### config.mk
export PLATFORM = sky130hd
export DESIGN_NAME = serial_rx_queue
export DESIGN_NICKNAME = d
export VERILOG_FILES = /design/src/rtl/rxq_pkg.sv /design/src/rtl/rxq_sync.sv /design/src/rtl/rxq_deser.sv /design/src/rtl/rxq_fifo.sv /design/src/rtl/serial_rx_queue.sv
export SDC_FILE = /design/constraint.sdc
export NUM_CORES = 1
export LEC_CHECK = 0
export BUFFER_PORTS_ARGS = -buffer_cell sky130_fd_sc_hd__clkbuf_2
export CORE_MARGIN = 3
export CORE_UTILIZATION = 30
export CTS_CLUSTER_DIAMETER = 50
export DETAILED_ROUTE_END_ITERATION = 12
export PLACE_DENSITY_LB_ADDON = 0.25
export RECOVER_POWER = 100
export SYNTH_ARGS = -nofsm -noshare
export SYNTH_HDL_FRONTEND = slang
export SYNTH_SLANG_ARGS = --single-unit
### constraint.sdc
create_clock -name clk -period 10 [get_ports clk]
set_input_delay 2 -clock clk [delete_from_list [all_inputs] [get_ports clk]]
set_output_delay 2 -clock clk [all_outputs]
set_load 0.05 [all_outputs]
### src/rtl/rxq_pkg.sv
package rxq_pkg;
  localparam int RXQ_DW = 8;

  typedef struct packed {
    logic              brk;
    logic              ferr;
    logic              perr;
    logic [RXQ_DW-1:0] data;
  } rxq_entry_t;

  typedef enum logic [2:0] {
    S_IDLE, S_START, S_DATA, S_PAR, S_STOP, S_BRKWAIT
  } rxq_state_t;
endpackage

### src/rtl/rxq_sync.sv
module rxq_sync #(
  parameter int STAGES = 2
) (
  input  logic clk,
  input  logic rst,
  input  logic din,
  output logic dout
);
  logic [STAGES-1:0] pipe;

  always_ff @(posedge clk) begin
    if (rst) pipe <= '1;
    else     pipe <= {pipe[STAGES-2:0], din};
  end

  assign dout = pipe[STAGES-1];
endmodule

### src/rtl/rxq_deser.sv
module rxq_deser
  import rxq_pkg::*;
#(
  parameter int OVS = 16
) (
  input  logic       clk,
  input  logic       rst,
  input  logic       tick,
  input  logic       rxd,
  input  logic [1:0] char_len,
  input  logic       par_en,
  input  logic       par_odd,
  output logic       done,
  output rxq_entry_t ent
);
  localparam int CTW = $clog2(OVS);
  localparam logic [CTW-1:0] MID  = CTW'(OVS/2 - 1);
  localparam logic [CTW-1:0] LAST = CTW'(OVS - 1);

  rxq_state_t        state;
  logic [CTW-1:0]    cnt;
  logic [2:0]        bitn;
  logic [RXQ_DW-1:0] sh;
  logic              pbit;
  logic [2:0]        last_idx;
  logic [2:0]        shamt;
  logic [RXQ_DW-1:0] aligned;
  logic              is_brk;

  always_comb begin
    last_idx = 3'(4 + char_len);
    shamt    = 3'(3 - char_len);
    aligned  = sh >> shamt;
    is_brk   = (aligned == '0) && !(par_en && pbit) && !rxd;
  end

  always_ff @(posedge clk) begin
    if (rst) begin
      state <= S_IDLE;
      cnt   <= '0;
      bitn  <= '0;
      sh    <= '0;
      pbit  <= 1'b0;
      done  <= 1'b0;
      ent   <= '0;
    end else begin
      done <= 1'b0;
      if (tick) begin
        case (state)
          S_IDLE: if (!rxd) begin
            state <= S_START;
            cnt   <= '0;
          end
          S_START: if (cnt == MID) begin
            cnt <= '0;
            if (rxd) state <= S_IDLE;
            else begin
              state <= S_DATA;
              bitn  <= '0;
              sh    <= '0;
            end
          end else cnt <= cnt + 1'b1;
          S_DATA: if (cnt == LAST) begin
            cnt <= '0;
            sh  <= {rxd, sh[RXQ_DW-1:1]};
            if (bitn == last_idx) state <= par_en ? S_PAR : S_STOP;
            else                  bitn  <= bitn + 1'b1;
          end else cnt <= cnt + 1'b1;
          S_PAR: if (cnt == LAST) begin
            cnt   <= '0;
            pbit  <= rxd;
            state <= S_STOP;
          end else cnt <= cnt + 1'b1;
          S_STOP: if (cnt == LAST) begin
            cnt      <= '0;
            done     <= 1'b1;
            ent.data <= aligned;
            ent.brk  <= is_brk;
            ent.ferr <= !rxd;
            ent.perr <= par_en && !is_brk && ((^aligned ^ pbit) != par_odd);
            state    <= is_brk ? S_BRKWAIT : S_IDLE;
          end else cnt <= cnt + 1'b1;
          S_BRKWAIT: if (rxd) state <= S_IDLE;
          default: state <= S_IDLE;
        endcase
      end
    end
  end
endmodule

### src/rtl/rxq_fifo.sv
module rxq_fifo
  import rxq_pkg::*;
#(
  parameter int DEPTH = 16
) (
  input  logic                       clk,
  input  logic                       rst,
  input  logic                       flush,
  input  logic                       cap_one,
  input  logic                       wr_en,
  input  rxq_entry_t                 wr_data,
  input  logic                       pop,
  output rxq_entry_t                 head,
  output logic [$clog2(DEPTH+1)-1:0] count,
  output logic                       drop
);
  localparam int AW = (DEPTH > 1) ? $clog2(DEPTH) : 1;
  localparam int CW = $clog2(DEPTH+1);

  rxq_entry_t mem [DEPTH];
  logic [AW-1:0] wp, rp;
  logic full, do_pop, do_wr;

  function automatic logic [AW-1:0] nxt(input logic [AW-1:0] p);
    return (p == AW'(DEPTH-1)) ? '0 : p + 1'b1;
  endfunction

  always_comb begin
    full   = cap_one ? (count != '0) : (count == CW'(DEPTH));
    do_pop = pop && (count != '0) && !flush;
    do_wr  = wr_en && !flush && (!full || do_pop);
    drop   = wr_en && !flush && full && !do_pop;
    head   = mem[rp];
  end

  always_ff @(posedge clk) begin
    if (do_wr) mem[wp] <= wr_data;
  end

  always_ff @(posedge clk) begin
    if (rst || flush) begin
      wp    <= '0;
      rp    <= '0;
      count <= '0;
    end else begin
      if (do_wr)  wp <= nxt(wp);
      if (do_pop) rp <= nxt(rp);
      case ({do_wr, do_pop})
        2'b10:   count <= count + 1'b1;
        2'b01:   count <= count - 1'b1;
        default: count <= count;
      endcase
    end
  end
endmodule

### src/rtl/serial_rx_queue.sv
module serial_rx_queue
  import rxq_pkg::*;
#(
  parameter int DEPTH        = 16,
  parameter int OVS          = 16,
  parameter int SYNC_STAGES  = 2,
  parameter int COMMIT_DELAY = 3,
  parameter int TO_CHARS     = 4,
  parameter int TO_EXTRA     = 8
) (
  input  logic                       clk,
  input  logic                       rst,
  input  logic                       tick16,
  input  logic                       rx_in,
  input  logic                       fifo_en,
  input  logic [1:0]                 char_len,
  input  logic                       par_en,
  input  logic                       par_odd,
  input  logic [1:0]                 trig_sel,
  input  logic                       rd_pop,
  output logic [7:0]                 rd_data,
  output logic                       rd_perr,
  output logic                       rd_ferr,
  output logic                       rd_brk,
  output logic [$clog2(DEPTH+1)-1:0] fill,
  output logic                       data_avail,
  output logic                       overrun,
  output logic                       trig_hit,
  output logic                       timeout,
  output logic                       rx_ready
);
  localparam int CW = $clog2(DEPTH+1);
  localparam int PW = $clog2(COMMIT_DELAY) + 1;
  localparam int TW = $clog2(TO_CHARS*OVS*12 + TO_EXTRA + 1);

  logic       rxd, done, wr_en, drop, mode_q, flush;
  rxq_entry_t ent, pend_ent, head, wr_data;
  logic       pend_v;
  logic [PW-1:0] pend_cnt;
  logic [CW-1:0] count, lvl;
  logic [TW-1:0] tcnt, to_limit;
  logic [3:0]    frame_bits;
  logic          pend_fire, to_cond, lvl_cond;

  rxq_sync #(.STAGES(SYNC_STAGES)) u_sync (
    .clk(clk), .rst(rst), .din(rx_in), .dout(rxd)
  );

  rxq_deser #(.OVS(OVS)) u_deser (
    .clk(clk), .rst(rst), .tick(tick16), .rxd(rxd),
    .char_len(char_len), .par_en(par_en), .par_odd(par_odd),
    .done(done), .ent(ent)
  );

  // Mode change detection and queue-mode commit delay stage
  always_ff @(posedge clk) begin
    if (rst) mode_q <= 1'b0;
    else     mode_q <= fifo_en;
  end
  assign flush = (fifo_en != mode_q);

  assign pend_fire = pend_v && tick16 && (pend_cnt == PW'(COMMIT_DELAY-1));

  always_ff @(posedge clk) begin
    if (rst || flush) begin
      pend_v   <= 1'b0;
      pend_cnt <= '0;
      pend_ent <= '0;
    end else if (done && fifo_en) begin
      pend_v   <= 1'b1;
      pend_cnt <= '0;
      pend_ent <= ent;
    end else if (pend_fire) begin
      pend_v <= 1'b0;
    end else if (pend_v && tick16) begin
      pend_cnt <= pend_cnt + 1'b1;
    end
  end

  always_comb begin
    wr_en   = fifo_en ? pend_fire : done;
    wr_data = fifo_en ? pend_ent  : ent;
  end

  rxq_fifo #(.DEPTH(DEPTH)) u_fifo (
    .clk(clk), .rst(rst), .flush(flush), .cap_one(!fifo_en),
    .wr_en(wr_en), .wr_data(wr_data), .pop(rd_pop),
    .head(head), .count(count), .drop(drop)
  );

  // Threshold and timeout window
  always_comb begin
    case (trig_sel)
      2'd0:    lvl = CW'(1);
      2'd1:    lvl = CW'(DEPTH/4);
      2'd2:    lvl = CW'(DEPTH/2);
      default: lvl = CW'(DEPTH-2);
    endcase
    frame_bits = 4'(7) + 4'(char_len) + 4'(par_en);
    to_limit   = TW'(TO_CHARS*OVS) * TW'(frame_bits) + TW'(TO_EXTRA);
    to_cond    = fifo_en && (count != '0) && (tcnt >= to_limit);
    lvl_cond   = fifo_en && (count >= lvl);
  end

  always_ff @(posedge clk) begin
    if (rst || wr_en || rd_pop || (count == '0) || !fifo_en) tcnt <= '0;
    else if (tick16 && (tcnt < to_limit))                    tcnt <= tcnt + 1'b1;
  end

  // Registered outputs
  always_ff @(posedge clk) begin
    if (rst) begin
      rd_data    <= '0;
      rd_perr    <= 1'b0;
      rd_ferr    <= 1'b0;
      rd_brk     <= 1'b0;
      data_avail <= 1'b0;
      overrun    <= 1'b0;
      trig_hit   <= 1'b0;
      timeout    <= 1'b0;
      rx_ready   <= 1'b0;
    end else begin
      rd_data    <= head.data;
      rd_perr    <= head.perr;
      rd_ferr    <= head.ferr;
      rd_brk     <= head.brk;
      data_avail <= (count != '0);
      trig_hit   <= lvl_cond;
      timeout    <= to_cond;
      rx_ready   <= fifo_en ? (lvl_cond || to_cond) : (count != '0);
      if (drop)        overrun <= 1'b1;
      else if (rd_pop) overrun <= 1'b0;
    end
  end

  assign fill = count;
endmodule

# After elaboration in Yosys (flattened, before gate mapping)
# Memory sizes are Yosys's and may differ from the RTL's. A register that Yosys moved wholly into a read port is not among the register bits.
# Cells that the tools add are included.
[word_totals]
reg_bits = 77
ram_bits = 176
out_inout_bits = 21
elab_cells = 168
mem_count = 1
[memory_table]
columns = ["name", "depth", "width", "rd", "rd_ports_with_merged_regs", "wr", "line", "source"]
rows = [
  ["u_fifo.mem", 16, 11, 1, 1, 1, "rxq_fifo.sv:20", "rxq_entry_t mem [DEPTH];"],
]
[op_classes]
n_addsub = 13
magnitude_cmp = 3
eq_ne = 27
shift = 1
muxes = 39
bitwise = 4
n_reduce_logical = 53
[ops]
columns = ["cell", "n"]
rows = [
  ["$mux 3", 13],
  ["$mux 8", 3],
  ["$pmux 4 s3", 2],
  ["$mux 4", 5],
  ["$logic_and 1x1->1", 18],
  ["$pmux 3 s6", 1],
  ["$pmux 8 s2", 1],
  ["$add 4x1->4 const B", 3],
  ["$eq 4x4->1 const B", 3],
  ["$mux 11", 1],
  ["$add 10x1->10 const B", 1],
  ["$add 10x4->10 const B", 1],
  ["$ge 10x10->1", 1],
  ["$lt 10x10->1", 1],
  ["$mux 1", 10],
  ["$ne 2x1->1 const B", 5],
  ["$pmux 5 s2", 1],
  ["$eq 3x2->1 const B", 3],
  ["$reduce_and 3->1", 3],
  ["$logic_not 8->1", 1],
  ["$ne 2x2->1 const B", 4],
  ["$reduce_and 8->1", 1],
  ["$reduce_bool 2->1", 4],
  ["$reduce_xor 8->1", 1],
  ["other kinds (33)", 53],
]

# Depth between registers and ports, before layout
# Gate-level depths: netlist of the first run.
[depth]
depth_word = 8
ltp_mapped = 12

# By module
# Synthesis of the first run repeated with hierarchy kept, for this count alone.
[hier_totals]
cells_unflattened = 814
hier_area_um2 = 11568.6
[modules_own_cells]
columns = ["mod", "n_inst", "cells_each", "area_each_um2"]
rows = [
  ["rxq_fifo", 1, 379, 7716.2],
  ["serial_rx_queue", 1, 225, 2044.5],
  ["rxq_deser", 1, 206, 1755.4],
  ["rxq_sync", 1, 4, 52.6],
]

# Least setup slack after synthesis of the first run
# No wires, ideal clock.
[synth_timing]
path_type = "input-to-reg"
startpoint = "input char_len[0]"
endpoint = "register tcnt[6]"
arrival_time_ns = 4.440
slack_ns = 5.485
cell_stages = 11
n_path_buf = 2
path_cell_list = "clkbuf_1 > clkinv_1 > ha_1 > ha_1 > ha_1 > a21oi_1 > a21o_1 > clkbuf_1 > nand3_1 > or3_1 > a21oi_1"
[synth_between]
elab_chain_cells = 5
[synth_lines]
columns = ["element", "line", "source"]
rows = [
  ["start, declared", "serial_rx_queue.sv:16", "input logic [1:0] char_len,"],
  ["$add 3x2->4", "serial_rx_queue.sv:99", "frame_bits = 4'(7) + 4'(char_len) + 4'(par_en);"],
  ["$add 4x1->4", "serial_rx_queue.sv:99", ""],
  ["$add 10x4->10", "serial_rx_queue.sv:100", "to_limit = TW'(TO_CHARS*OVS) * TW'(frame_bits) + TW'(TO_EXTRA);"],
  ["$lt 10x10->1", "serial_rx_queue.sv:107", "else if (tick16 && (tcnt < to_limit)) tcnt <= tcnt + 1'b1;"],
  ["$logic_and 1x1->1", "serial_rx_queue.sv:107", ""],
  ["end signal, assigned", "serial_rx_queue.sv:107", ""],
  ["end, declared", "serial_rx_queue.sv:41", "logic [TW-1:0] tcnt, to_limit;"],
]
# Every way passes these cells.
# A chain may end at the register's enable or synchronous reset.

# Worst setup path after layout of the first run
[layout_timing]
startpoint = "input fifo_en"
endpoint = "memory u_fifo.mem[2][10] in the netlist's numbering, enable pin"
[layout_between]
elab_chain_cells = 7
word_cells_on_any_way = 11
cone_classes = "eq/ne: 1; mux: 4; reduce/logical: 6"
[layout_lines]
columns = ["element", "line", "source"]
rows = [
  ["start, declared", "serial_rx_queue.sv:15", "input logic fifo_en,"],
  ["$ne 1x1->1", "serial_rx_queue.sv:60", "assign flush = (fifo_en != mode_q);"],
  ["$logic_not 1->1", "rxq_fifo.sv:30, rxq_fifo.sv:31", ""],
  ["$logic_and 1x1->1", "rxq_fifo.sv:30", "do_pop = pop && (count != '0) && !flush;"],
  ["$logic_or 1x1->1", "rxq_fifo.sv:31", "do_wr = wr_en && !flush && (!full || do_pop);"],
  ["$logic_and 1x1->1 *", "rxq_fifo.sv:31", ""],
  ["$mux 1 *", "rxq_fifo.sv:37", "if (do_wr) mem[wp] <= wr_data;"],
  ["$mux 1 (not written as such) *", "rxq_fifo.sv:37", ""],
  ["end, declared", "rxq_fifo.sv:20", ""],
]
# Every way passes the cells marked *; elsewhere a longest branch is shown, timed or not.

==> results of run 1 <==
## cells in the mapped netlist, drive strengths merged, types with 13 or more instances
library cell  number
nor2b             22
o21ai             21
clkbuf            31
mux2              14
ha                26
edfxtp           176
mux4              44
a21oi             42
buf               13
nand2             69
xnor2             13
nor2              63
a211oi            31
nand3             19
dfxtp             88
mux2i             25
inv               22
## path summary, 6_finish.rpt
| path | startpoint | slack, ps | depth (start not counted) | to |
|---|---|---|---|---|
| setup / recovery | fifo_en | 4440 | 5 | u_fifo.mem[2][10]$_DFFE_PP_ |
| setup reg to reg | u_fifo.count[0]$_SDFFE_PP0P_ | 5930 | 5 | u_fifo.mem[2][10]$_DFFE_PP_ |
| hold / removal | u_sync.pipe[0]$_SDFF_PP1_ | 410 | 1 | u_sync.pipe[1]$_SDFF_PP1_ |
| hold reg to reg | u_sync.pipe[0]$_SDFF_PP1_ | 410 | 1 | u_sync.pipe[1]$_SDFF_PP1_ |
## power groups by stage
stage	logic [mW]	clock network, mW	registers, mW
after floorplan	0.0273	0	1.18
after global placement	0.0470	0	1.18
after detailed placement	0.0469	0	1.18
after CTS	0.0470	1.23	1.15
after global routing	0.0504	1.28	1.15
final	0.0452	1.20	1.15
## routing by layer
layer	global-route usage [%]	part of all wire (%)	vias up
li1	-	-	3227
met4	3.10	1.9	0
met5	0	0	-
met2	20.5	48	125
met1	16.9	46	3276
met3	2.13	4.0	35
## critical path, cell delays in order
cell and delay (ps):
clkbuf_1 880, mux2i_1 380, a211oi_1 790, nand2_1 270
nor3_1 1320
## layout make-up
type | count | area share (%)
flip-flops and latches | 264 | 54.4
multi-input cells | 502 | 30.4
clock buffers | 42 | 7.03
well taps | 468 | 4.52
clock inverters | 19 | 1.61
repair buffers | 41 | 1.34
inverters | 23 | 0.666
## logic make-up (layout without fill, tap and decap cells)
group                    Yosys count  in the layout  synth area share (%)
multiplexers                      83             83                  12.4
buffers and inverters             67            125                  2.41
XOR/XNOR                          21             21                  1.63
adder cells (fa/ha/maj)           26             26                  2.89
flip-flops                       264            264                  62.5
AND/OR/NAND/NOR                  244            244                  10.7
AO/OA/AOI/OAI                    128            128                  7.42
## registers in the layout (all words and copies together), names as in the netlist, 2 cells and up
name	cells
u_fifo.rp	4
u_fifo.count	5
u_deser.sh	8
rd_data	8
pend_ent	11
tcnt	10
u_deser.ent	11
u_deser.bitn	3
u_fifo.wp	4
u_fifo.mem	176
u_deser.cnt	4
u_sync.pipe	2
u_deser.state	3
pend_cnt	3
## metrics by stage
step / setup WS, ps / hold WS, ps / total power, mW / cell area, µm² / cells
final: 4440 / 412 / 2.40 / 13000 / 1359
after global placement: 4940 / 398 / 1.22 / 11900 / 1298
after CTS: 5370 / 414 / 2.44 / 13000 / 1359
after floorplan: 5480 / 389 / 1.21 / 11300 / 833
after detailed placement: 4860 / 399 / 1.22 / 11900 / 1298
after global routing: 4090 / 424 / 2.49 / 13000 / 1359
==> out/results.ini, run 1 <==
[status]
status=complete, but fails checks
violations=max-capacitance violations, max-slew violations

[clock_tree]
cts.reportedPaths.clkPinSlew_ps=50
cts_hold_buf=0
clockBufferDepth=3
cts_tree=done
cts_buffers=34
cts_resized=0
post_cts_buffers=0
clock_sinks=264
cts_root_buf=clkbuf_16
clkLatencyLatePin_ps=520
htreeDepth=2

[final_layout]
synthToLayoutAreaGrowth_pct=15.0
layout-drive-gt1-share_pct=14.9
mostFrequentLayoutCells=edfxtp_1, dfxtp_1, nand2_1, nor2_1, mux4_2
fill_cells=3587
nNetsFinal=904
final_common_cell=edfxtp_1
antenna_cells=0
postLayoutCoreUtil_pct=35.2
multiInputGateArea_um2=3940
seqCellArea_um2=7050

[die]
rows=70
chipHeight_um=200
die_area_um2=39900
start_util_pct=30.6
ios=33
core_area_um2=36800
die_w_um=200

[critical_path]
cp.arrival_ps=5670
path_max_fanout=27
criticalPathCategory=primary input to register
worstSetupEndpointType=register
startpoint_type=primary input
crit_required_ps=10110

[routing]
drcViolationCount=0
drt-vias-per-instance=4.90
drt.antenna.violating_nets=0
initialDrtViolationCount=360
routed_wl_um=24200
drt_first_pass_iters=4
routedWlPerCell_um=17.8
num_vias=6663

[synth]
synth_edf_count=176
postSynthCellCount=833
yosys_warnings=0
synth.distinct_cells=58
synth-seq-cells=264
synth_area_leaders=edfxtp_1, dfxtp_1, mux4_2, ha_1, nand2_1
yosysTopAreaCellShare_pct=46.9
synth_top_cell_by_area=edfxtp_1
synth_nets=871
ys_async_sr_fraction_pct=0
syn_avg_cell_area_um2=13.5
synth_area_um2=11300
synth_flop_cell=edfxtp_1
ys_seq_area_share_pct=62.5

[power_and_ir_drop]
total_leakage_power_nw=3.94
powerDensity_nw_per_um2=185
swShare_pct=20.9
ir_worst_vdd_mv=0.117
clock_power_share_pct=50.1
power_frac_comb_pct=1.9
p_int_mw=1.90
p_seq_share_pct=48.1
p_sw_mw=0.503

[timing]
rsz0062_at_grt=false
setup_tns_ps=0
fin_crit_sh_pct=55.6
drv_slew=77
fin_skew_ps=23.8
final_hold_viol_count=0
finalCriticalPeriod_ps=5560
slew_headroom_pct=-83.6
setup-violations-final=0
tightestPinTransition_ps=2750
timing.fmax_ghz=0.180

[placement]
io_buffers=32
globalplace.congestion=0.745
dp_hpwl_um=14900

[flow_run]
drv_cap=3

[hold_path]
hold_class=register to register

[global_routing]
grt_pass1_wl_um=38400
grt_overflow_total=0
grt_pass1_vias=6710
track_usage_pct=12.3
grt_max_degree=53
antenna_found_initial=0

Note: power is estimated with default switching activity, not from simulation.
==> inputs of run 2 (changes only) <==
--- a/config.mk
+++ b/config.mk
@@ -5,6 +5,7 @@
 export SDC_FILE = /design/constraint.sdc
 export NUM_CORES = 1
 export LEC_CHECK = 0
+export ABC_AREA = 1
 export BUFFER_PORTS_ARGS = -buffer_cell sky130_fd_sc_hd__clkbuf_2
 export CORE_MARGIN = 3
 export CORE_UTILIZATION = 30
==> constraint.sdc (replaced) <==
create_clock -name clk -period 4.86 [get_ports clk]
set_input_delay 0.972 -clock clk [delete_from_list [all_inputs] [get_ports clk]]
set_output_delay 0.972 -clock clk [all_outputs]
set_load 0.05 [all_outputs]
==> run 2 against run 1 <==
  * The flow still finishes with violations (max-capacitance violations, max-slew violations)
  * Clock power grew 98%
  * Synthesized area shrank 0.67%
  * Utilization down 0.33 points
  * Total power increased by 120%
  * Clock-buffer cell count shrank 2
  * Register-to-register slack worse by 4700 ps
  * Synthesized cell count increased by 31%
  * Cell count increased by 19%
  * Worst setup slack got worse by 3200 ps
  * Sequential power increased by 110%
  * Via count increased by 21%
  * Critical path depth grew 4
  * Critical path type unchanged
  * Largest cell class unchanged
==> out/results.ini, run 2 <==
[timing]
final_hold_viol_count=0
fin_ws_ps=1210
setup_tns_ps=0
finalCriticalPeriod_ps=3650
tightestPinTransition_ps=1830
timing.hold.ws_ps=408
drv_slew=63
fin_crit_sh_pct=75.0
setup-violations-final=0
rsz0062_at_grt=false
timing.fmax_ghz=0.274
fin_skew_ps=14.9
slew_headroom_pct=-21.8

[clock_tree]
cts_resized=0
clock_sinks=264
post_cts_buffers=0
clockBufferDepth=3
cts_root_buf=clkbuf_16
clkLatencyLatePin_ps=580
htreeDepth=1
cts.reportedPaths.clkPinSlew_ps=60
cts_buffers=31
cts_tree=done
cts_hold_buf=0

[global_routing]
grt_overflow_total=0
antenna_found_initial=0
track_usage_pct=14.3
grt_max_degree=92
grt_pass1_vias=7725
grt_pass1_wl_um=44400

[power_and_ir_drop]
total_leakage_power_nw=4.45
finalPower_mw=5.33
ir_worst_vdd_mv=0.294
powerDensity_nw_per_um2=416

[final_layout]
multiInputGateArea_um2=3550
seqCellArea_um2=7050
mostFrequentLayoutCells=edfxtp_1, nand2_1, nor2_1, o21ai_0, inv_1
postLayoutCoreUtil_pct=34.9
nNetsFinal=1161
final_common_cell=edfxtp_1
layout-drive-gt1-share_pct=6.79
largest_reg_flops=176
antenna_cells=0
synthToLayoutAreaGrowth_pct=14.4
top_regs=u_fifo.mem x176, pend_ent x11, u_deser.ent x11
top_register=u_fifo.mem
final_cells=1616
final_cell_area_um2=12800
fill_cells=3681

[synth]
post_synth_mux_area_share_pct=0
synth_most_common_cell=edfxtp_1
synth.distinct_cells=45
ys_seq_area_share_pct=63.0
synth_top_family_by_area=simple AND/OR/NAND/NOR gates
synth_area_leaders=edfxtp_1, dfxtp_1, o21ai_0, nand2_1, nor2_1
synth_edf_count=176
ys_async_sr_fraction_pct=0
synth-xor-area-share_pct=1.16
synth_top_cell_by_area=edfxtp_1
syn_avg_cell_area_um2=10.2
postSynthCellCount=1094
synth_adder_area_share_pct=2.91
synth_compound_area_share_pct=13.8
synthSimpleGateAreaFrac_pct=14.1
synth-seq-cells=264
synthTopCellsByCount=edfxtp_1, nand2_1, nor2_1
yosysTopAreaCellShare_pct=47.2
yosys_warnings=0
synth_area_um2=11200
synth_nets=1132
synth_flop_cell=edfxtp_1

[routing]
drcViolationCount=0
routed_wl_um=28200
drt.antenna.violating_nets=0
num_vias=8045
initialDrtViolationCount=744
drt_first_pass_iters=6
routedWlPerCell_um=17.4
drt-vias-per-instance=4.98

[critical_path]
path_max_fanout=23
cp.arrival_ps=3840
crit_required_ps=5060
reg2reg_slack_ps=1250
criticalPathCategory=primary input to register
worstSetupEndpointType=register
startpoint_type=primary input

[placement]
io_buffers=32
globalplace.congestion=0.801
place_area_um2=11800
post-place-cells=1558
dp_hpwl_um=17900
place_ws_ps=1230

[die]
rows=70
start_util_pct=30.5
die_area_um2=39700
chipHeight_um=199
ios=33
die_w_um=199
core_area_um2=36700

[flow_run]
drv_cap=1

[hold_path]
hold_class=register to register

[status]
status=complete, but fails checks
violations=max-capacitance violations, max-slew violations

-- run 2: cell count changes after synthesis, sizes merged, moves of 22 or more --
| cell | delta |
|---|---|
| mux4 | -44 |
| nor2 | +90 |
| o21ai | +114 |
| mux2i | -25 |
| nor2b | -22 |
| inv | +77 |
| nand2 | +89 |
-- run 2: path summary, 6_finish.rpt --
kind                                  start                          end  cells past startpoint
setup / recovery                    fifo_en  u_fifo.mem[13][7]$_DFFE_PP_                      9
setup reg to reg  u_fifo.rp[0]$_SDFFE_PP0P_        rd_data[0]$_SDFF_PP0_                      6
hold / removal    u_sync.pipe[0]$_SDFF_PP1_    u_sync.pipe[1]$_SDFF_PP1_                      1
hold reg to reg   u_sync.pipe[0]$_SDFF_PP1_    u_sync.pipe[1]$_SDFF_PP1_                      1
-- run 2: layer usage --
layer / share of wire, % / vias up / global-route usage, %
met3: 5.8 / 41 / 2.26
met1: 46 / 3909 / 20.6
li1: - / 3877 / -
met5: 0 / - / 0
met4: 1.7 / 0 / 3.07
met2: 47 / 218 / 23.0
-- run 2: power by group --
part	switching [mW]	internal, mW
Clock	0.944	1.43
Combinational	0.344	0.148
Sequential	0.0424	2.42
Total	1.33	4.00
-- run 2: cell type report --
| cell class | instances | share of cell area [%] |
|---|---|---|
| Clock buffer | 40 | 6.48 |
| Clock inverter | 18 | 1.78 |
| Inverter | 99 | 2.90 |
| Multi-Input combinational cell | 682 | 27.7 |
| Sequential cell | 264 | 55.0 |
| Tap cell | 468 | 4.57 |
| Timing Repair Buffer | 45 | 1.51 |
-- run 2: cells by family (layout without fill, tap and decap cells) --
logic type	Yosys count	count (layout)
and+or+nand+nor	373	373
buffers and inverters	148	202
AOI/OAI and AO/OA	269	269
adders and majority gates	26	26
xor gates and xnor gates	14	14
DFF	264	264
-- run 2: critical path, stage by stage --
cell and delay, ps:
clkbuf_1 700, inv_1 400, nand2_1 230, nand2_1 110, inv_1 110, nand4_4 130, inv_2 130, nand2_1 230
nor2_1 810
==> inputs of run 3 (changes only) <==
==> constraint.sdc (replaced) <==
create_clock -name clk -period 3.7 [get_ports clk]
set_input_delay 0.74 -clock clk [delete_from_list [all_inputs] [get_ports clk]]
set_output_delay 0.74 -clock clk [all_outputs]
set_load 0.05 [all_outputs]
==> run 3 against run 2 <==
  * The run still ends with max-capacitance violations, max-slew violations left
  * Die area did not move
  * Cell count rose by 1.4%
  * Utilization rose by 0.51 points
  * Design area rose by 1.5%
  * Sequential cell count did not move
  * Largest cell class unchanged
==> out/results.ini, run 3 (synthesis gave the netlist of run 2 again) <==
[clock_tree]
htreeDepth=2
cts_hold_buf=0
cts_root_buf=clkbuf_16
cts.reportedPaths.clkPinSlew_ps=60
cts_buffers=34
post_cts_buffers=0
clock_sinks=264
clkLatencyLatePin_ps=520
clockBufferDepth=3
cts_resized=0
cts_tree=done

[timing]
timing.fmax_ghz=0.337
slew_headroom_pct=-29.8
timing.hold.ws_ps=408
fin_skew_ps=23.4
drv_slew=125
final_hold_viol_count=0
fin_crit_sh_pct=80.3
setup-violations-final=0
rsz0062_at_grt=false
tightestPinTransition_ps=1950
fin_ws_ps=730
setup_tns_ps=0
finalCriticalPeriod_ps=2970

[placement]
post-place-cells=1576
globalplace.congestion=0.819
place_ws_ps=564
io_buffers=32
dp_hpwl_um=16600

[global_routing]
track_usage_pct=13.5
grt_pass1_wl_um=42200
grt_pass1_vias=7589
met2_usage_pct=22.0
grt_use_met3_pct=2.50
grt_max_degree=92
grt_overflow_total=0
antenna_found_initial=0
grt_use_met1_pct=18.6
grt.busiest_layer=met2

[power_and_ir_drop]
ir_worst_vdd_mv=0.338
powerDensity_nw_per_um2=543
p_int_mw=5.26
total_leakage_power_nw=4.65
p_sw_mw=1.80
swShare_pct=25.5
clock_power_share_pct=45.2
p_seq_share_pct=45.7
power_frac_comb_pct=9.0

[die]
chipHeight_um=199
ios=33
core_area_um2=36700
die_area_um2=39700
die_w_um=199
start_util_pct=30.5
rows=70

[final_layout]
fill_cells=3682
final_common_cell=edfxtp_1
mostFrequentLayoutCells=edfxtp_1, nand2_1, nor2_1, o21ai_0, inv_1
layout-drive-gt1-share_pct=8.72
top_register=u_fifo.mem
nNetsFinal=1182
postLayoutCoreUtil_pct=35.4
synthToLayoutAreaGrowth_pct=16.1
final_cells=1638
multiInputGateArea_um2=3560
largest_reg_flops=176
seqCellArea_um2=7050
antenna_cells=0
top_regs=u_fifo.mem x176, pend_ent x11, u_deser.ent x11

[routing]
initialDrtViolationCount=455
drt-vias-per-instance=4.78
num_vias=7837
routedWlPerCell_um=16.4
drcViolationCount=0
drt.antenna.violating_nets=0
routed_wl_um=26800
drt_first_pass_iters=5

[critical_path]
path_max_fanout=23
r2r_start=u_fifo.rp[0]$_SDFFE_PP0P_
slowest_delay_ps=750
crit_required_ps=3840
reg2regPathDepth=5
path_cells=clkbuf_1 -> inv_2 -> nand2_2 -> nand2_1 -> inv_1 -> nand4_4 -> nor2_1 -> clkbuf_1
r2r-end=rd_data[1]$_SDFF_PP0_
cp_common_cell=clkbuf_1
cp_slowest_cell=clkbuf_1
reg2reg_slack_ps=800
worstSetupEndpointType=register
startpoint_type=primary input
criticalPathCategory=primary input to register
cp.arrival_ps=3110

[flow_run]
drv_cap=2

[status]
violations=max-capacitance violations, max-slew violations
status=complete, but fails checks

[hold_path]
hold_depth=1
hp-start=u_sync.pipe[0]$_SDFF_PP1_
holdPathEnd=u_sync.pipe[1]$_SDFF_PP1_
hold_class=register to register

run 3: power groups by stage:
| stage | clock, mW | combinational [mW] | sequential [mW] |
|---|---|---|---|
| finish | 3.19 | 0.637 | 3.23 |
| global route | 3.38 | 0.726 | 3.24 |
| CTS | 3.28 | 0.657 | 3.23 |
| detailed placement | 0 | 0.654 | 3.29 |
| global placement | 0 | 0.651 | 3.29 |
| floorplan | 0 | 0.474 | 3.32 |
run 3: cell type report:
| type | count | area share [%] |
|---|---|---|
| clock buffers | 46 | 7.21 |
| clock inverters | 16 | 1.26 |
| inverters | 99 | 2.86 |
| multi-input cells | 682 | 27.4 |
| flip-flops and latches | 264 | 54.2 |
| well taps | 468 | 4.51 |
| repair buffers | 63 | 2.51 |
run 3: worst max-delay path by stage:
| stage | startpoint | end | slack [ps] | cells past startpoint |
|---|---|---|---|---|
| after floorplan | char_len[0] | tcnt[9]$_SDFFE_PP0P_ | 1010 | 14 |
| after global placement | char_len[0] | tcnt[9]$_SDFFE_PP0P_ | 620 | 15 |
| after detailed placement | char_len[0] | tcnt[9]$_SDFFE_PP0P_ | 560 | 15 |
| after CTS | char_len[0] | tcnt[9]$_SDFFE_PP0P_ | 1100 | 15 |
| after global routing | fifo_en | u_fifo.count[4]$_SDFFE_PP0P_ | 480 | 17 |
| final | fifo_en | u_fifo.mem[15][1]$_DFFE_PP_ | 730 | 8 |
run 3: metrics by stage:
stage          power, mW  cell area (µm²)
2_1_floorplan       3.79            11200
3_3_place_gp        3.94            12000
3_5_place_dp        3.95            12000
4_1_cts             7.16            13100
5_1_grt             7.35            13000
6_report            7.06            13000
run 3: per-layer routing:
layer  routed length, µm  up-vias
li1                    -     3918
met4                 504        0
met5                   0        -
met3                1120       39
met2               12400      140
met1               12800     3740
run 3: worst max-delay path, delay by kind of cell:
kind                   cells  cell delay, ps
AND/OR/NAND/NOR            4             550
buffers and inverters      4            1810
